===== config.mk =====
export PLATFORM = sky130hd
export DESIGN_NAME = tlb_xlate
export DESIGN_NICKNAME = d
export VERILOG_FILES = /design/src/rtl/tlbx_pkg.sv /design/src/rtl/tlb_entry_cmp.sv /design/src/rtl/tlb_match_array.sv /design/src/rtl/tlb_perm_check.sv /design/src/rtl/tlb_urc_counter.sv /design/src/rtl/tlb_xlate.sv
export SDC_FILE = /design/constraint.sdc
export NUM_CORES = 1
export LEC_CHECK = 0
export BUFFER_PORTS_ARGS = -buffer_cell sky130_fd_sc_hd__clkbuf_2
export CORE_AREA = 4 4 229 231
export DETAILED_ROUTE_END_ITERATION = 8
export DIE_AREA = 0 0 233 235
export GPL_TIMING_DRIVEN = 0
export HOLD_SLACK_MARGIN = 0.05
export PLACE_DENSITY = 0.5
export RECOVER_POWER = 25
export SYNTH_ARGS = -nofsm -noshare
export SYNTH_HDL_FRONTEND = slang
export SYNTH_SLANG_ARGS = --single-unit

===== constraint.sdc =====
create_clock -name clk -period 2.7 [get_ports clk]
set_input_delay 0.27 -clock clk [delete_from_list [all_inputs] [get_ports clk]]
set_output_delay 0.27 -clock clk [all_outputs]
set_load 0.02 [all_outputs]

===== src/rtl/tlbx_pkg.sv =====
package tlbx_pkg;
    localparam int VA_W     = 32;
    localparam int PA_W     = 29;
    localparam int PAGE_LSB = 10;
    localparam int VPN_W    = VA_W - PAGE_LSB;
    localparam int PPN_W    = PA_W - PAGE_LSB;
    localparam int CODE_W   = 12;

    localparam logic [CODE_W-1:0] C_NONE      = 12'h000;
    localparam logic [CODE_W-1:0] C_MISS_RD   = 12'h040;
    localparam logic [CODE_W-1:0] C_MISS_WR   = 12'h060;
    localparam logic [CODE_W-1:0] C_FIRST_WR  = 12'h080;
    localparam logic [CODE_W-1:0] C_PROT_RD   = 12'h0A0;
    localparam logic [CODE_W-1:0] C_PROT_WR   = 12'h0C0;
    localparam logic [CODE_W-1:0] C_MULTI     = 12'h140;

    typedef enum logic {ST_IDLE = 1'b0, ST_RESULT = 1'b1} fsm_t;

    typedef struct packed {
        logic              fault;
        logic [CODE_W-1:0] code;
        logic [VA_W-1:0]   pa;
    } xlate_res_t;

    function automatic logic [VA_W-1:0] page_mask(input logic [1:0] sz);
        logic [VA_W-1:0] m;
        unique case (sz)
            2'd0:    m = 32'h0000_03FF;
            2'd1:    m = 32'h0000_0FFF;
            2'd2:    m = 32'h0000_FFFF;
            default: m = 32'h000F_FFFF;
        endcase
        return m;
    endfunction
endpackage


===== src/rtl/tlb_entry_cmp.sv =====
module tlb_entry_cmp
    import tlbx_pkg::*;
#(
    parameter int ASID_W = 8
) (
    input  logic [VA_W-1:0]   va,
    input  logic              use_asid,
    input  logic [ASID_W-1:0] cur_asid,
    input  logic              valid,
    input  logic              shared,
    input  logic [1:0]        size,
    input  logic [ASID_W-1:0] asid,
    input  logic [VPN_W-1:0]  vpn,
    input  logic [PPN_W-1:0]  ppn,
    output logic              hit,
    output logic [PA_W-1:0]   pa
);
    logic [VA_W-1:0] off_m;
    logic [VA_W-1:0] base;
    logic [PA_W-1:0] pbase;
    logic            asid_ok;
    logic            in_page;

    always_comb begin
        off_m   = page_mask(size);
        base    = {vpn, {PAGE_LSB{1'b0}}} & ~off_m;
        pbase   = {ppn, {PAGE_LSB{1'b0}}} & ~off_m[PA_W-1:0];
        asid_ok = !use_asid || shared || (asid == cur_asid);
        in_page = ((va & ~off_m) == base);
        hit     = valid && asid_ok && in_page;
        pa      = pbase | (va[PA_W-1:0] & off_m[PA_W-1:0]);
    end
endmodule


===== src/rtl/tlb_match_array.sv =====
module tlb_match_array
    import tlbx_pkg::*;
#(
    parameter int N_ENTRIES = 8,
    parameter int ASID_W    = 8
) (
    input  logic [VA_W-1:0]            va,
    input  logic                       use_asid,
    input  logic [ASID_W-1:0]          cur_asid,
    input  logic [N_ENTRIES-1:0]       ent_valid,
    input  logic [N_ENTRIES-1:0]       ent_shared,
    input  logic [N_ENTRIES-1:0]       ent_dirty,
    input  logic [2*N_ENTRIES-1:0]     ent_size,
    input  logic [2*N_ENTRIES-1:0]     ent_pr,
    input  logic [ASID_W*N_ENTRIES-1:0] ent_asid,
    input  logic [VPN_W*N_ENTRIES-1:0] ent_vpn,
    input  logic [PPN_W*N_ENTRIES-1:0] ent_ppn,
    output logic                       any_hit,
    output logic                       multi_hit,
    output logic [PA_W-1:0]            sel_pa,
    output logic [1:0]                 sel_pr,
    output logic                       sel_dirty
);
    localparam int CNT_W = $clog2(N_ENTRIES + 1);

    logic [N_ENTRIES-1:0] hits;
    logic [PA_W-1:0]      pa_of [N_ENTRIES];
    logic [CNT_W-1:0]     n_hits;

    for (genvar g = 0; g < N_ENTRIES; g++) begin : g_ent
        tlb_entry_cmp #(.ASID_W(ASID_W)) u_cmp (
            .va       (va),
            .use_asid (use_asid),
            .cur_asid (cur_asid),
            .valid    (ent_valid[g]),
            .shared   (ent_shared[g]),
            .size     (ent_size[2*g +: 2]),
            .asid     (ent_asid[ASID_W*g +: ASID_W]),
            .vpn      (ent_vpn[VPN_W*g +: VPN_W]),
            .ppn      (ent_ppn[PPN_W*g +: PPN_W]),
            .hit      (hits[g]),
            .pa       (pa_of[g])
        );
    end

    always_comb begin
        n_hits    = '0;
        sel_pa    = '0;
        sel_pr    = '0;
        sel_dirty = 1'b0;
        for (int i = 0; i < N_ENTRIES; i++) begin
            n_hits = n_hits + CNT_W'(hits[i]);
        end
        for (int i = N_ENTRIES - 1; i >= 0; i--) begin
            if (hits[i]) begin
                sel_pa    = pa_of[i];
                sel_pr    = ent_pr[2*i +: 2];
                sel_dirty = ent_dirty[i];
            end
        end
        any_hit   = (n_hits != '0);
        multi_hit = (n_hits > CNT_W'(1));
    end
endmodule


===== src/rtl/tlb_perm_check.sv =====
module tlb_perm_check
    import tlbx_pkg::*;
(
    input  logic              is_fetch,
    input  logic              is_write,
    input  logic              md,
    input  logic [1:0]        pr,
    input  logic              dirty,
    output logic [CODE_W-1:0] code
);
    logic [2:0] idx;

    always_comb begin
        idx  = {pr, md};
        code = C_NONE;
        if (is_fetch) begin
            if (md && !pr[1]) code = C_PROT_RD;
        end else begin
            unique case (idx)
                3'd0, 3'd2:       code = is_write ? C_PROT_WR : C_PROT_RD;
                3'd1, 3'd4, 3'd5: code = is_write ? C_PROT_WR : C_NONE;
                default:          code = C_NONE;
            endcase
            if (code == C_NONE && is_write && !dirty) code = C_FIRST_WR;
        end
    end
endmodule


===== src/rtl/tlb_urc_counter.sv =====
module tlb_urc_counter #(
    parameter int URC_W = 6
) (
    input  logic             clk,
    input  logic             rst_n,
    input  logic             step,
    input  logic [URC_W-1:0] urb,
    output logic [URC_W-1:0] urc
);
    localparam logic [URC_W-1:0] LIMIT = {URC_W{1'b1}};

    logic [URC_W-1:0] nxt;

    always_comb begin
        nxt = urc + 1'b1;
        if (nxt == urb || nxt == LIMIT) nxt = '0;
    end

    always_ff @(posedge clk or negedge rst_n) begin
        if (!rst_n)    urc <= '0;
        else if (step) urc <= nxt;
    end

    // the pointer never rests on the all-ones value
    a_r11_never_limit: assert property (@(posedge clk) disable iff (!rst_n)
        urc != LIMIT);
    // no lookup, no movement
    a_r11_hold_idle: assert property (@(posedge clk) disable iff (!rst_n)
        !step |=> $stable(urc));
    // a lookup either advances by one or wraps to zero
    a_r11_step_or_wrap: assert property (@(posedge clk) disable iff (!rst_n)
        step |=> (urc == '0 || urc == $past(urc) + 1'b1));
endmodule


===== src/rtl/tlb_xlate.sv =====
module tlb_xlate
    import tlbx_pkg::*;
#(
    parameter int N_ENTRIES = 8,
    parameter int ASID_W    = 8,
    parameter int URC_W     = 6
) (
    input  logic                        clk,
    input  logic                        rst_n,
    input  logic                        req,
    input  logic [31:0]                 va,
    input  logic                        acc_fetch,
    input  logic                        acc_write,
    input  logic                        priv_md,
    input  logic                        at_en,
    input  logic                        sv_en,
    input  logic [ASID_W-1:0]           cur_asid,
    input  logic [URC_W-1:0]            urb,
    input  logic [N_ENTRIES-1:0]        ent_valid,
    input  logic [N_ENTRIES-1:0]        ent_shared,
    input  logic [N_ENTRIES-1:0]        ent_dirty,
    input  logic [2*N_ENTRIES-1:0]      ent_size,
    input  logic [2*N_ENTRIES-1:0]      ent_pr,
    input  logic [ASID_W*N_ENTRIES-1:0] ent_asid,
    input  logic [22*N_ENTRIES-1:0]     ent_vpn,
    input  logic [19*N_ENTRIES-1:0]     ent_ppn,
    output logic                        rsp_valid,
    output logic                        rsp_fault,
    output logic [11:0]                 rsp_code,
    output logic [31:0]                 rsp_pa,
    output logic [31:0]                 tea,
    output logic [URC_W-1:0]            urc
);
    localparam logic [VA_W-1:0] PA_MASK = {{(VA_W-PA_W){1'b0}}, {PA_W{1'b1}}};
    localparam logic [VA_W-1:0] SQ_LO   = 32'hE000_0000;
    localparam logic [VA_W-1:0] SQ_HI   = 32'hE400_0000;

    fsm_t       state, state_nxt;
    xlate_res_t res_c, res_q;

    logic              is_write;
    logic              fixed_win;
    logic              user_ok;
    logic              use_asid;
    logic              any_hit, multi_hit, sel_dirty;
    logic [PA_W-1:0]   sel_pa;
    logic [1:0]        sel_pr;
    logic [CODE_W-1:0] perm_code;
    logic [CODE_W-1:0] miss_code;
    logic              urc_step;

    always_comb begin
        is_write  = acc_write && !acc_fetch;
        fixed_win = (va[31:30] == 2'b10) || (va[31:29] == 3'b111);
        user_ok   = (va >= SQ_LO) && (va <= SQ_HI);
        use_asid  = !sv_en && !priv_md;
        miss_code = is_write ? C_MISS_WR : C_MISS_RD;
        urc_step  = req && at_en && !fixed_win && !acc_fetch;
    end

    tlb_match_array #(.N_ENTRIES(N_ENTRIES), .ASID_W(ASID_W)) u_match (
        .va         (va),
        .use_asid   (use_asid),
        .cur_asid   (cur_asid),
        .ent_valid  (ent_valid),
        .ent_shared (ent_shared),
        .ent_dirty  (ent_dirty),
        .ent_size   (ent_size),
        .ent_pr     (ent_pr),
        .ent_asid   (ent_asid),
        .ent_vpn    (ent_vpn),
        .ent_ppn    (ent_ppn),
        .any_hit    (any_hit),
        .multi_hit  (multi_hit),
        .sel_pa     (sel_pa),
        .sel_pr     (sel_pr),
        .sel_dirty  (sel_dirty)
    );

    tlb_perm_check u_perm (
        .is_fetch (acc_fetch),
        .is_write (is_write),
        .md       (priv_md),
        .pr       (sel_pr),
        .dirty    (sel_dirty),
        .code     (perm_code)
    );

    tlb_urc_counter #(.URC_W(URC_W)) u_urc (
        .clk   (clk),
        .rst_n (rst_n),
        .step  (urc_step),
        .urb   (urb),
        .urc   (urc)
    );

    // Result selection: fixed windows, then translation-off, then TLB
    always_comb begin
        res_c = '0;
        if (fixed_win) begin
            if (!priv_md && !user_ok) res_c.code = miss_code;
            else                      res_c.pa   = va & PA_MASK;
        end else if (!at_en) begin
            res_c.pa = va & PA_MASK;
        end else if (!any_hit) begin
            res_c.code = miss_code;
        end else if (multi_hit) begin
            res_c.code = C_MULTI;
        end else begin
            res_c.code = perm_code;
            if (perm_code == C_NONE) res_c.pa = {{(VA_W-PA_W){1'b0}}, sel_pa};
        end
        res_c.fault = (res_c.code != C_NONE);
    end

    // State register
    always_ff @(posedge clk or negedge rst_n) begin
        if (!rst_n) state <= ST_IDLE;
        else        state <= state_nxt;
    end

    // Transitions: T_ACCEPT, T_CHAIN, T_DRAIN
    always_comb begin
        unique case (state)
            ST_IDLE:   state_nxt = req ? ST_RESULT : ST_IDLE;
            ST_RESULT: state_nxt = req ? ST_RESULT : ST_IDLE;
            default:   state_nxt = ST_IDLE;
        endcase
    end

    // Result and faulting-address registers
    always_ff @(posedge clk or negedge rst_n) begin
        if (!rst_n) begin
            res_q <= '0;
            tea   <= '0;
        end else if (req) begin
            res_q <= res_c;
            if (res_c.fault) tea <= va;
        end
    end

    // Output process
    always_comb begin
        rsp_valid = (state == ST_RESULT);
        rsp_fault = res_q.fault;
        rsp_code  = res_q.code;
        rsp_pa    = res_q.pa;
    end

    // result appears exactly one cycle after the strobe
    a_r12_valid_after_req: assert property (@(posedge clk) disable iff (!rst_n)
        req |=> rsp_valid);
    a_r12_no_spurious_valid: assert property (@(posedge clk) disable iff (!rst_n)
        !req |=> !rsp_valid);
    // a faulting result carries its address in tea
    a_r12_tea_capture: assert property (@(posedge clk) disable iff (!rst_n)
        req |=> (!rsp_fault || tea == $past(va)));
    // a clean physical address never exceeds 29 bits
    a_r1_pa_width: assert property (@(posedge clk) disable iff (!rst_n)
        (rsp_valid && !rsp_fault) |-> (rsp_pa[31:29] == 3'b000));
    // clean results carry code zero, faults carry a zero address
    a_r10_code_vs_fault: assert property (@(posedge clk) disable iff (!rst_n)
        rsp_valid |-> ((rsp_fault && rsp_code != 12'h000 && rsp_pa == 32'h0) ||
                       (!rsp_fault && rsp_code == 12'h000)));
    // result held when no new request
    a_r12_hold: assert property (@(posedge clk) disable iff (!rst_n)
        !req |=> ($stable(rsp_code) && $stable(rsp_pa) && $stable(tea)));
endmodule


==> flow_summary.ini <==
[status]
outcome = complete, but fails checks
failed_checks = capacitance limit, slew limit, setup timing

[logic_synthesis]
syn_area_um2 = 10900
synth-edff-count = 0
ys_warn_count = 0
ys_ff_latch = 73
synth_flop_cell = dfrtp_1
syn_inst = 1365
ys_types = 82
synth.avg_cell_area_um2 = 7.98
seq_area_frac_synth = 0.168
synth_async_sr_flop_share = 1.00

[flow_run]
maxCapViolations = 1

[final_layout]
fin_cells = 2740
fin_area_um2 = 17400
fin_nets = 2561
final_common_cell = clkbuf_2
final_cell_mix = 545 x clkbuf_2, 165 x xnor2_1, 99 x buf_4
syn_to_final_growth_pct = 60.0
utilization = 0.348
drive_above_1_share = 0.436

[drt]
drc = 0
via_per_inst = 5.18
detail-route-antenna-nets = 0
dr.pass1.iters = 5
routed_wl_um = 71600
drt_iter0_markers = 961
wl_per_cell_um = 26.1
vias = 14189

[sta]
slew-limit-headroom = -0.231
hold_viol = 0
setup_tns_ns = -149.88
setup_slack_ns = -2.37
rsz0062_at_grt = yes
clock.fmax_mhz = 197
maxSlewViolCount = 30
fin_crit_ns = 5.07
period_share = 1.88
finClkSkew_ns = 0.000381
tightest_slew_ns = 1.85
setup_viol = 66
whs_ns = 0.224

[clocking]
numCtsBuffers = 9
clkTransAtPathRegs_ns = 0.06
root_buffer = clkbuf_16
clock-sinks = 73
clock_path_buffers = 2
cts_htree_levels = 3
worstSkewPairLatency_ns = 0.34
tritoncts = done

[setup_path]
cp-start-kind = primary input
r2r-end = u_urc.urc[3]
r2r_start = u_urc.urc[0]
startpoint = va[30]
path_delay_family = adder cells
path_class = in -> reg
cpMaxStageDelayCell = fa_1
critPathBufInv = 10
reg2reg_slack_ns = 0.24
required_ns = 2.99
rr_worst_depth = 10
critical_path_peak_fanout = 5
cpPeakStageDelay_ns = 0.49
worst_setup_path_end_kind = flip-flop
cp.arrival_ns = 5.36

[placement]
port_buffers = 558
routabilityCongestion = 0.909
dp_slack_ns = -4.14
hpwl_um = 58900
dp.cells = 2606
place_area_um2 = 15000

[die]
initial_core_util = 0.218
die_area_um2 = 54800
rows = 82
fp.dieW_um = 233
die_y_um = 235
core_um2 = 50100
ios = 586

[pwr]
total_power_mw = 5.52
ir_worst_vdd_uv = 226
leakage_nw = 8.03
powerDensity_nw_per_um2 = 317

[global_route]
grt_start_max_net_pins = 46
grt_pass1_vias = 14550
grt_pass1_wl_um = 99200
antenna_found_initial = 11
grt_usage = 0.246
grt-ovfl-total = 0

[worst_hold_path]
hold_path_end = rsp_pa[0]
min_path_type = in -> reg
holdPathStages = 2
min_from = va[0]
==> kinds of logic after synthesis <==
logic type / synth area share
AO/OA/AOI/OAI: 0.235
AND/OR/NAND/NOR: 0.210
flip-flops: 0.168
buffers and inverters: 0.0697
XOR/XNOR: 0.199
adder cells (fa/ha/maj): 0.0131
other: 0.000344
multiplexers: 0.105
==> cell usage after synthesis (all sizes together) (10+ instances only) <==
| cell | n | area (µm²) |
|---|---|---|
| a211o | 35 | 307 |
| a211oi | 12 | 90.1 |
| a21o | 10 | 75.1 |
| a21oi | 45 | 225 |
| a22o | 26 | 228 |
| a31o | 37 | 324 |
| and3 | 44 | 275 |
| and4 | 10 | 87.6 |
| buf | 45 | 297 |
| clkbuf | 84 | 317 |
| dfrtp | 73 | 1830 |
| inv | 38 | 143 |
| mux2 | 22 | 248 |
| mux2i | 90 | 901 |
| nand2 | 76 | 285 |
| nand2b | 10 | 62.6 |
| nand3 | 97 | 485 |
| nand4 | 60 | 382 |
| nor2 | 48 | 183 |
| nor4 | 30 | 209 |
| o211ai | 19 | 143 |
| o21ai | 46 | 230 |
| o221ai | 16 | 140 |
| xnor2 | 188 | 1650 |
| xor2 | 60 | 526 |
==> timing repair <==
item / 4_1_cts / 5_1_grt
setup buffers: 78 / 24
hold buffers: 2 / 0
cloned: 4 / 1
pin swaps: 33 / 39
endpoints found under the setup margin: 66 / 70
hold endpoints to repair: 29 / 0
resized for setup: 161 / 75
==> metal layers <==
layer,part of all wire,up-vias,global-route usage
met5,0.00018,-,0
met4,0.027,2,0.0721
met3,0.077,98,0.0613
met2,0.47,670,0.402
met1,0.43,6962,0.321
li1,-,6457,-
==> power by group <==
group	internal (mW)	switching [mW]	leakage, nW
Combinational	1.38	1.60	7.05
Sequential	1.23	0.135	0.841
Clock	0.646	0.524	0.135
Total	3.26	2.26	8.03
==> sequential cells by signal, summed over array words and instances (netlist names) <==
signal	cells
rsp_valid	1
tea	32
rsp_code	4
u_urc.urc	6
rsp_pa	29
rsp_fault	1
==> worst max-delay path by stage <==
stage,endpoint,slack [ns],cells past startpoint
global placement,tea[10],-4.06,24
global route,rsp_pa[3],-2.54,27
floorplan,tea[10],-2.38,23
CTS,tea[6],-2.44,26
detailed placement,tea[24],-4.14,24
finish,rsp_pa[3],-2.37,27
==> cell type report <==
| class | instances | area, µm² |
|---|---|---|
| Sequential cell | 73 | 1830 |
| Clock inverter | 5 | 31.3 |
| Multi-Input combinational cell | 1134 | 9440 |
| Tap cell | 672 | 841 |
| Clock buffer | 11 | 243 |
| Timing Repair Buffer | 665 | 3860 |
| Fill cell | 5389 | 32600 |
| Inverter | 39 | 154 |
| Antenna cell | 13 | 32.5 |
| Buffer | 128 | 1010 |
No activity file was read; power rests on OpenSTA's default activity.
